--- src/rtl/irf_pkg.sv ---
package irf_pkg;
  typedef enum logic [1:0] {
    BEAT_DATA = 2'b00,
    BEAT_SOF  = 2'b01,
    BEAT_EOF  = 2'b10,
    BEAT_RSVD = 2'b11
  } beat_kind_e;

  typedef enum logic [1:0] {
    FS_IDLE,
    FS_ADDR,
    FS_PASS,
    FS_DROP
  } frame_st_e;
endpackage

--- src/rtl/irf_match.sv ---
module irf_match #(
  parameter int DW    = 8,
  parameter int NADDR = 2
) (
  input  logic [DW-1:0]       byte_i,
  input  logic [NADDR*DW-1:0] addr_tab_i,
  input  logic [NADDR-1:0]    en_i,
  output logic                hit_o
);
  logic [NADDR-1:0] slot_hit;

  for (genvar g = 0; g < NADDR; g++) begin : g_slot
    assign slot_hit[g] = en_i[g] && (byte_i == addr_tab_i[g*DW +: DW]);
  end

  // With every slot disabled, checking is off and all frames pass.
  assign hit_o = (en_i == '0) || (|slot_hit);
endmodule

--- src/rtl/irf_frame_ctl.sv ---
module irf_frame_ctl
  import irf_pkg::*;
#(
  parameter int DW    = 8,
  parameter int NADDR = 2
) (
  input  logic             clk,
  input  logic             rst_n,
  input  logic             act_i,
  input  logic [1:0]       kind_i,
  input  logic [DW-1:0]    data_i,
  input  logic             hit_i,
  input  logic [NADDR-1:0] en_i,
  output logic [NADDR-1:0] en_snap_o,
  output logic             need_push_o,
  output logic             push_o,
  output logic [DW-1:0]    push_data_o,
  output logic             push_last_o
);
  frame_st_e       st;
  logic            pend_v;
  logic [DW-1:0]   pend_d;
  beat_kind_e      kind;

  assign kind = beat_kind_e'(kind_i);

  // The held byte leaves when the next byte arrives (not last) or when the
  // frame closes through an end or a new start (last).
  always_comb begin
    need_push_o = 1'b0;
    push_last_o = 1'b0;
    if (pend_v) begin
      case (kind)
        BEAT_DATA: need_push_o = (st == FS_PASS);
        BEAT_SOF,
        BEAT_EOF: begin
          need_push_o = 1'b1;
          push_last_o = 1'b1;
        end
        default: need_push_o = 1'b0;
      endcase
    end
  end

  assign push_o      = act_i && need_push_o;
  assign push_data_o = pend_d;

  always_ff @(posedge clk) begin
    if (!rst_n) begin
      st        <= FS_IDLE;
      pend_v    <= 1'b0;
      pend_d    <= '0;
      en_snap_o <= '0;
    end else if (act_i) begin
      case (kind)
        BEAT_SOF: begin
          st        <= FS_ADDR;
          pend_v    <= 1'b0;
          en_snap_o <= en_i;
        end
        BEAT_EOF: begin
          st     <= FS_IDLE;
          pend_v <= 1'b0;
        end
        BEAT_DATA: begin
          case (st)
            FS_ADDR: begin
              if (hit_i) begin
                st     <= FS_PASS;
                pend_v <= 1'b1;
                pend_d <= data_i;
              end else begin
                st <= FS_DROP;
              end
            end
            FS_PASS: pend_d <= data_i;
            default: ;
          endcase
        end
        default: ;
      endcase
    end
  end
endmodule

--- src/rtl/irf_out_stage.sv ---
module irf_out_stage #(
  parameter int DW = 8
) (
  input  logic          clk,
  input  logic          rst_n,
  input  logic          load_i,
  input  logic [DW-1:0] load_data_i,
  input  logic          load_last_i,
  input  logic          out_ready_i,
  output logic          free_o,
  output logic          out_valid_o,
  output logic [DW-1:0] out_data_o,
  output logic          out_last_o
);
  assign free_o = !out_valid_o || out_ready_i;

  always_ff @(posedge clk) begin
    if (!rst_n) begin
      out_valid_o <= 1'b0;
      out_data_o  <= '0;
      out_last_o  <= 1'b0;
    end else if (load_i) begin
      out_valid_o <= 1'b1;
      out_data_o  <= load_data_i;
      out_last_o  <= load_last_i;
    end else if (out_ready_i) begin
      out_valid_o <= 1'b0;
    end
  end
endmodule

--- src/rtl/irf_addr_filter.sv ---
module irf_addr_filter #(
  parameter int DW    = 8,
  parameter int NADDR = 2
) (
  input  logic                clk,
  input  logic                rst_n,
  input  logic [NADDR-1:0]    en_i,
  input  logic [NADDR*DW-1:0] addr_tab_i,
  input  logic                rx_dis_i,
  input  logic                tx_busy_i,
  input  logic                in_valid,
  output logic                in_ready,
  input  logic [1:0]          in_kind,
  input  logic [DW-1:0]       in_data,
  output logic                out_valid,
  input  logic                out_ready,
  output logic [DW-1:0]       out_data,
  output logic                out_last
);
  logic             gated;
  logic             act;
  logic             hit;
  logic [NADDR-1:0] en_snap;
  logic             need_push;
  logic             push;
  logic [DW-1:0]    push_data;
  logic             push_last;
  logic             free;

  assign gated    = rx_dis_i || tx_busy_i;
  assign in_ready = gated || !need_push || free;
  assign act      = in_valid && in_ready && !gated;

  irf_match #(.DW(DW), .NADDR(NADDR)) u_match (
    .byte_i     (in_data),
    .addr_tab_i (addr_tab_i),
    .en_i       (en_snap),
    .hit_o      (hit)
  );

  irf_frame_ctl #(.DW(DW), .NADDR(NADDR)) u_ctl (
    .clk         (clk),
    .rst_n       (rst_n),
    .act_i       (act),
    .kind_i      (in_kind),
    .data_i      (in_data),
    .hit_i       (hit),
    .en_i        (en_i),
    .en_snap_o   (en_snap),
    .need_push_o (need_push),
    .push_o      (push),
    .push_data_o (push_data),
    .push_last_o (push_last)
  );

  irf_out_stage #(.DW(DW)) u_out (
    .clk         (clk),
    .rst_n       (rst_n),
    .load_i      (push),
    .load_data_i (push_data),
    .load_last_i (push_last),
    .out_ready_i (out_ready),
    .free_o      (free),
    .out_valid_o (out_valid),
    .out_data_o  (out_data),
    .out_last_o  (out_last)
  );
endmodule

--- config.mk ---
export PLATFORM = sky130hd
export DESIGN_NAME = irf_addr_filter
export DESIGN_NICKNAME = d
export VERILOG_FILES = /design/src/rtl/irf_pkg.sv /design/src/rtl/irf_match.sv /design/src/rtl/irf_frame_ctl.sv /design/src/rtl/irf_out_stage.sv /design/src/rtl/irf_addr_filter.sv
export SDC_FILE = /design/constraint.sdc
export NUM_CORES = 1
export LEC_CHECK = 0
export CAP_MARGIN = 40
export CELL_PAD_IN_SITES_DETAIL_PLACEMENT = 0
export CELL_PAD_IN_SITES_GLOBAL_PLACEMENT = 1
export CORE_UTILIZATION = 46
export DETAILED_ROUTE_END_ITERATION = 12
export DONT_BUFFER_PORTS = 1
export PLACE_DENSITY_LB_ADDON = 0.1
export SYNTH_ARGS = -nofsm -noshare
export SYNTH_HDL_FRONTEND = slang
export SYNTH_SLANG_ARGS = --single-unit
--- constraint.sdc ---
create_clock -name clk -period 2.27 [get_ports clk]
set_input_delay 0.5675 -clock clk [delete_from_list [all_inputs] [get_ports clk]]
set_output_delay 0.5675 -clock clk [all_outputs]
set_load 0.03 [all_outputs]
**Word-level counts from Yosys, hierarchy flattened**

Index checks and enable logic that the tools add are counted.

- Flip-flop bits (word level): 23
- Input port bits: 34
- Output and inout bits: 11

- Eq/ne operators: 9
- Multiplexer cells: 14
- Reduce and logical (&&, ||, !) cells: 25

Operators by type and width:

| cell | count |
|---|---|
| $eq 8x8->1 | 2 |
| $pmux 8 s2 | 1 |
| $mux 1 | 8 |
| $mux 8 | 1 |
| $reduce_and 4->1 | 2 |
| $pmux 2 s3 | 1 |
| $reduce_bool 2->1 | 3 |
| $logic_and 1x1->1 | 5 |
| $logic_or 1x1->1 | 5 |
| $eq 2x1->1 const B | 2 |
| $eq 2x2->1 const B | 2 |
| $logic_not 2->1 | 2 |
| $ne 2x2->1 const B | 2 |
| $pmux 1 s2 | 2 |
| $reduce_or 2->1 | 2 |
| $logic_not 1->1 | 3 |
| $reduce_and 3->1 | 1 |
| $reduce_bool 3->1 | 1 |
| $mux 2 | 1 |
| $ne 2x1->1 const B | 1 |
| $reduce_and 2->1 | 1 |

**Depth between registers and ports, before layout**

- Depth after elaboration: 11
- Depth in mapped cells: 7
- Mapped depth without buffers: 7

**Hierarchy**

From an unflattened synthesis, not the netlist that was laid out.

- Cells, all modules: 141
- Area total of the unflattened synthesis: 1,340.0 um^2

By module, submodules not included:

| module | instances | cells each | area an instance (um^2) | sequential area each (um^2) |
|---|---|---|---|---|
| irf_frame_ctl | 1 | 82 | 758.2 | 260.2 |
| irf_out_stage | 1 | 32 | 375.4 | 200.2 |
| irf_match | 1 | 23 | 182.7 | 0.0 |
| irf_addr_filter | 1 | 4 | 23.8 | 0.0 |

**Least setup slack after synthesis**

OpenSTA, ideal clock, no wires.

- Kind: input to output
- Start point: input port in_kind[0]
- End point: output port in_ready
- Data arrival time: 1,763 ps
- Data required time: 1,702 ps
- Setup slack: -61 ps
- Stages: 5
- Path buffers: 0
- Cells stage by stage: inv_1 ha_1 and3b_1 o2111ai_4 or3_1

- Cells in the longest elaborated chain, start to end: 7

Ends and longest elaborated chain:

| what | RTL line | source |
|---|---|---|
| start: declaration | irf_addr_filter.sv:13 | `input logic [1:0] in_kind,` |
| $eq 2x1->1 / $eq 2x2->1 (equally long branches) | irf_frame_ctl.sv:33 | `case (kind)` |
| $reduce_or 2->1 (no line) | -- |  |
| $pmux 1 s2 * | irf_frame_ctl.sv:33 |  |
| $mux 1 * | irf_frame_ctl.sv:32 | `if (pend_v) begin` |
| $logic_not 1->1 * | irf_addr_filter.sv:31 | `assign in_ready = gated \|\| !need_push \|\| free;` |
| $logic_or 1x1->1 * (2 in series) | irf_addr_filter.sv:31 |  |
| end: declaration | irf_addr_filter.sv:12 | `output logic in_ready,` |

Every way passes the cells marked *; elsewhere a longest branch is shown, timed or not.

**Worst setup path after layout**

Ends and elaborated chain as after synthesis.

==> qor.yml <==
drt:
  wl_um: 2410
  vias_per_cell: 5.69
  ant_nets: 0
  post-route-drc-count: 0
  dr.pass1.iters: 4
  drt_iter0_drc: 11
  post_drt_wl_per_cell_um: 15.8
  via_count: 865
sta:
  setup_viol: 0
  slew_violations: 0
  layout_min_cycle_time_ns: 2.19
  fmax_mhz: 456
  worst_slew_pin_slew_ns: 0.497
  finalHoldViolations: 0
  holdWs_ns: 0.379
  rsz0062_at_grt: "false"
  fin_ws_ns: 0.0758
  slew_headroom: 0.667
  period_share: 0.967
  fin_skew_ns: 0.00844
  fin_setup_tns_ns: 0
run_status:
  status: "finished, final reports clean"
synth:
  yosysWarnings: 0
  synth-seq-area-share: 0.376
  synth_top_family_by_area: "simple AND/OR/NAND/NOR gates"
  synthesis.area_sq_um: 1230
  synth_compound_area_frac: 0.154
  syn_avg_cell_area_sq_um: 10.6
  muxShareOfSynthArea: 0.0898
  syn-num-nets: 154
  synth_seq_cells: 23
  yosysUniqueCellTypes: 33
  yosys.area_share.simple: 0.196
  synthAdderAreaFrac: 0.0408
  postSynthCellCount: 116
  yosys.area_share.xor_xnor: 0.121
final_layout:
  antenna_cells: 0
  utilization: 0.529
  synthToLayoutAreaGrowth_pct: 7.86
  nNetsFinal: 161
  layout_common_cells: "23 x dfxtp_1, 16 x xor2_1, 13 x nor2b_1"
  drive_gt1_frac: 0.156
  final_common_cell: "dfxtp_1"
clocking:
  cts_resized: 0
  clk_pin_slew_ns: 0.12
  htreeDepth: 1
  cts_root_buffer: "clkbuf_4"
  cts_buffer_depth: 2
  insertion_delay_ns: 0.31
  cts_made_buffers: 3
  cts_tree: "built"
  clock_sinks: 23
  ctsHoldBuffers: 0
  post-cts-setup-buffers: 0
min_path:
  min_to: "u_out.out_data_o[1]"
  hold_start: "rst_n"
  min_path_type: "input pin to register"
  hold_depth: 1
setup_path:
  worstReg2RegEnd: "u_ctl.st[0]"
  cp_max_fo: 5
  r2r_slack_ns: 0.39
  arrival_ns: 1.63
  timing.rr.start: "u_ctl.st[0]"
  critical_path_class: "input pin to output pin"
  rr_worst_depth: 6
  critPathRequiredTime_ns: 1.70
  cp-end-kind: "output pin"
  start_kind: "input pin"
floorplan:
  row_count: 18
  die_x_um: 53.6
  dieHeight_um: 53.6
  start_util: 0.490
  design.die.area_sq_um: 2880
  core-area_sq_um: 2500
  ioPinCount: 45
global_route:
  grt_start_max_net_pins: 21
  grt_usage: 0.187
  grt-ovfl-total: 0
  grt_first_pass_wirelength_um: 3770
  antenna_found_initial: 0
  grt_pass1_vias: 859
placed_design:
  place_congestion: 0.746
  pre_cts_ws_ns: 0.0242
  hpwlAfterDp_um: 1860
  port_buffers: 0
power:
  cellLeakagePower_nw: 0.554
  p_per_area_nw_per_um2: 493
  ir_drop_mv: 0.391
job:
  drv_cap: 0
layer usage:
layer,vias up,track usage,wire [um]
met2,29,0.296,1110
li1,431,-,-
met4,0,0.0921,24
met5,-,0,0
met3,4,0.0452,135
met1,401,0.235,1140
final cells by class:
type | count | area [sq um]
fillers | 239 | 1180
multi-input cells | 86 | 744
flip-flops and latches | 23 | 460
repair buffers | 5 | 37.5
well taps | 30 | 37.5
clock buffers | 3 | 22.5
inverters | 4 | 15.0
clock inverters | 1 | 5.00
stage by stage:
stage / power (mW) / cell area, sq um / instances
after global placement: 0.477 / 1290 / 148
final: 0.651 / 1320 / 152
after floorplan: 0.467 / 1230 / 116
after detailed placement: 0.477 / 1290 / 148
after global routing: 0.681 / 1320 / 152
after CTS: 0.661 / 1320 / 152
registers in the layout (all words and copies together) (netlist names):
register / count
u_out.out_data_o: 8
u_ctl.push_data_o: 8
u_ctl.st: 2
u_out.out_last_o: 1
u_ctl.en_snap_o: 2
u_ctl.pend_v: 1
u_out.out_valid_o: 1
Yosys cell counts (all sizes together):
cell type	n	share of area
nor2	3	0.0092
a21oi	1	0.0041
o221a	1	0.0092
a31oi	1	0.0051
a32o	2	0.016
a21boi	1	0.0061
inv	4	0.012
nor3	1	0.0082
nor3b	1	0.010
a311oi	1	0.021
xnor2	1	0.0071
a22o	8	0.057
clkbuf	2	0.0061
nor4	3	0.020
mux2i	11	0.090
or4b	1	0.0082
nand2	3	0.0092
o211ai	1	0.0061
nand4	2	0.015
nand3b	1	0.0092
ha	4	0.041
xor2	16	0.11
buf	1	0.0041
dfxtp	23	0.38
nand4b	1	0.0071
nand3	5	0.020
or3	1	0.0051
o2111ai	2	0.029
and3b	1	0.0071
nor2b	13	0.066
kinds of logic (layout without fill, tap and decap cells):
family / Yosys count / in the layout
and+or+nand+nor: 36 / 36
DFF: 23 / 23
AOI/OAI and AO/OA: 18 / 18
xor gates and xnor gates: 17 / 17
muxes: 11 / 11
buffers and inverters: 7 / 13
adders and majority gates: 4 / 4
critical path: stages:
cell       delay [ns]
ha_1             0.19
nor2b_1          0.25
o2111ai_4        0.19
or3_4            0.42
power breakdown:
group | internal (mW) | switching (mW)
logic | 0.0308 | 0.0308
registers | 0.405 | 0.00154
clock network | 0.0657 | 0.118
worst max-delay path by stage:
stage / cells past startpoint / slack [ns] / endpoint / startpoint
2_1_floorplan: 5 / 0.005 / in_ready / in_kind[0]
3_3_place_gp: 8 / 0.1 / u_ctl.st[0] / in_kind[0]
3_5_place_dp: 8 / 0.02 / u_ctl.st[0] / in_kind[0]
4_1_cts: 5 / 0.06 / in_ready / in_kind[1]
5_1_grt: 4 / 0.03 / in_ready / in_kind[0]
6_report: 4 / 0.08 / in_ready / in_kind[0]
(Power assumes the default switching activity.)
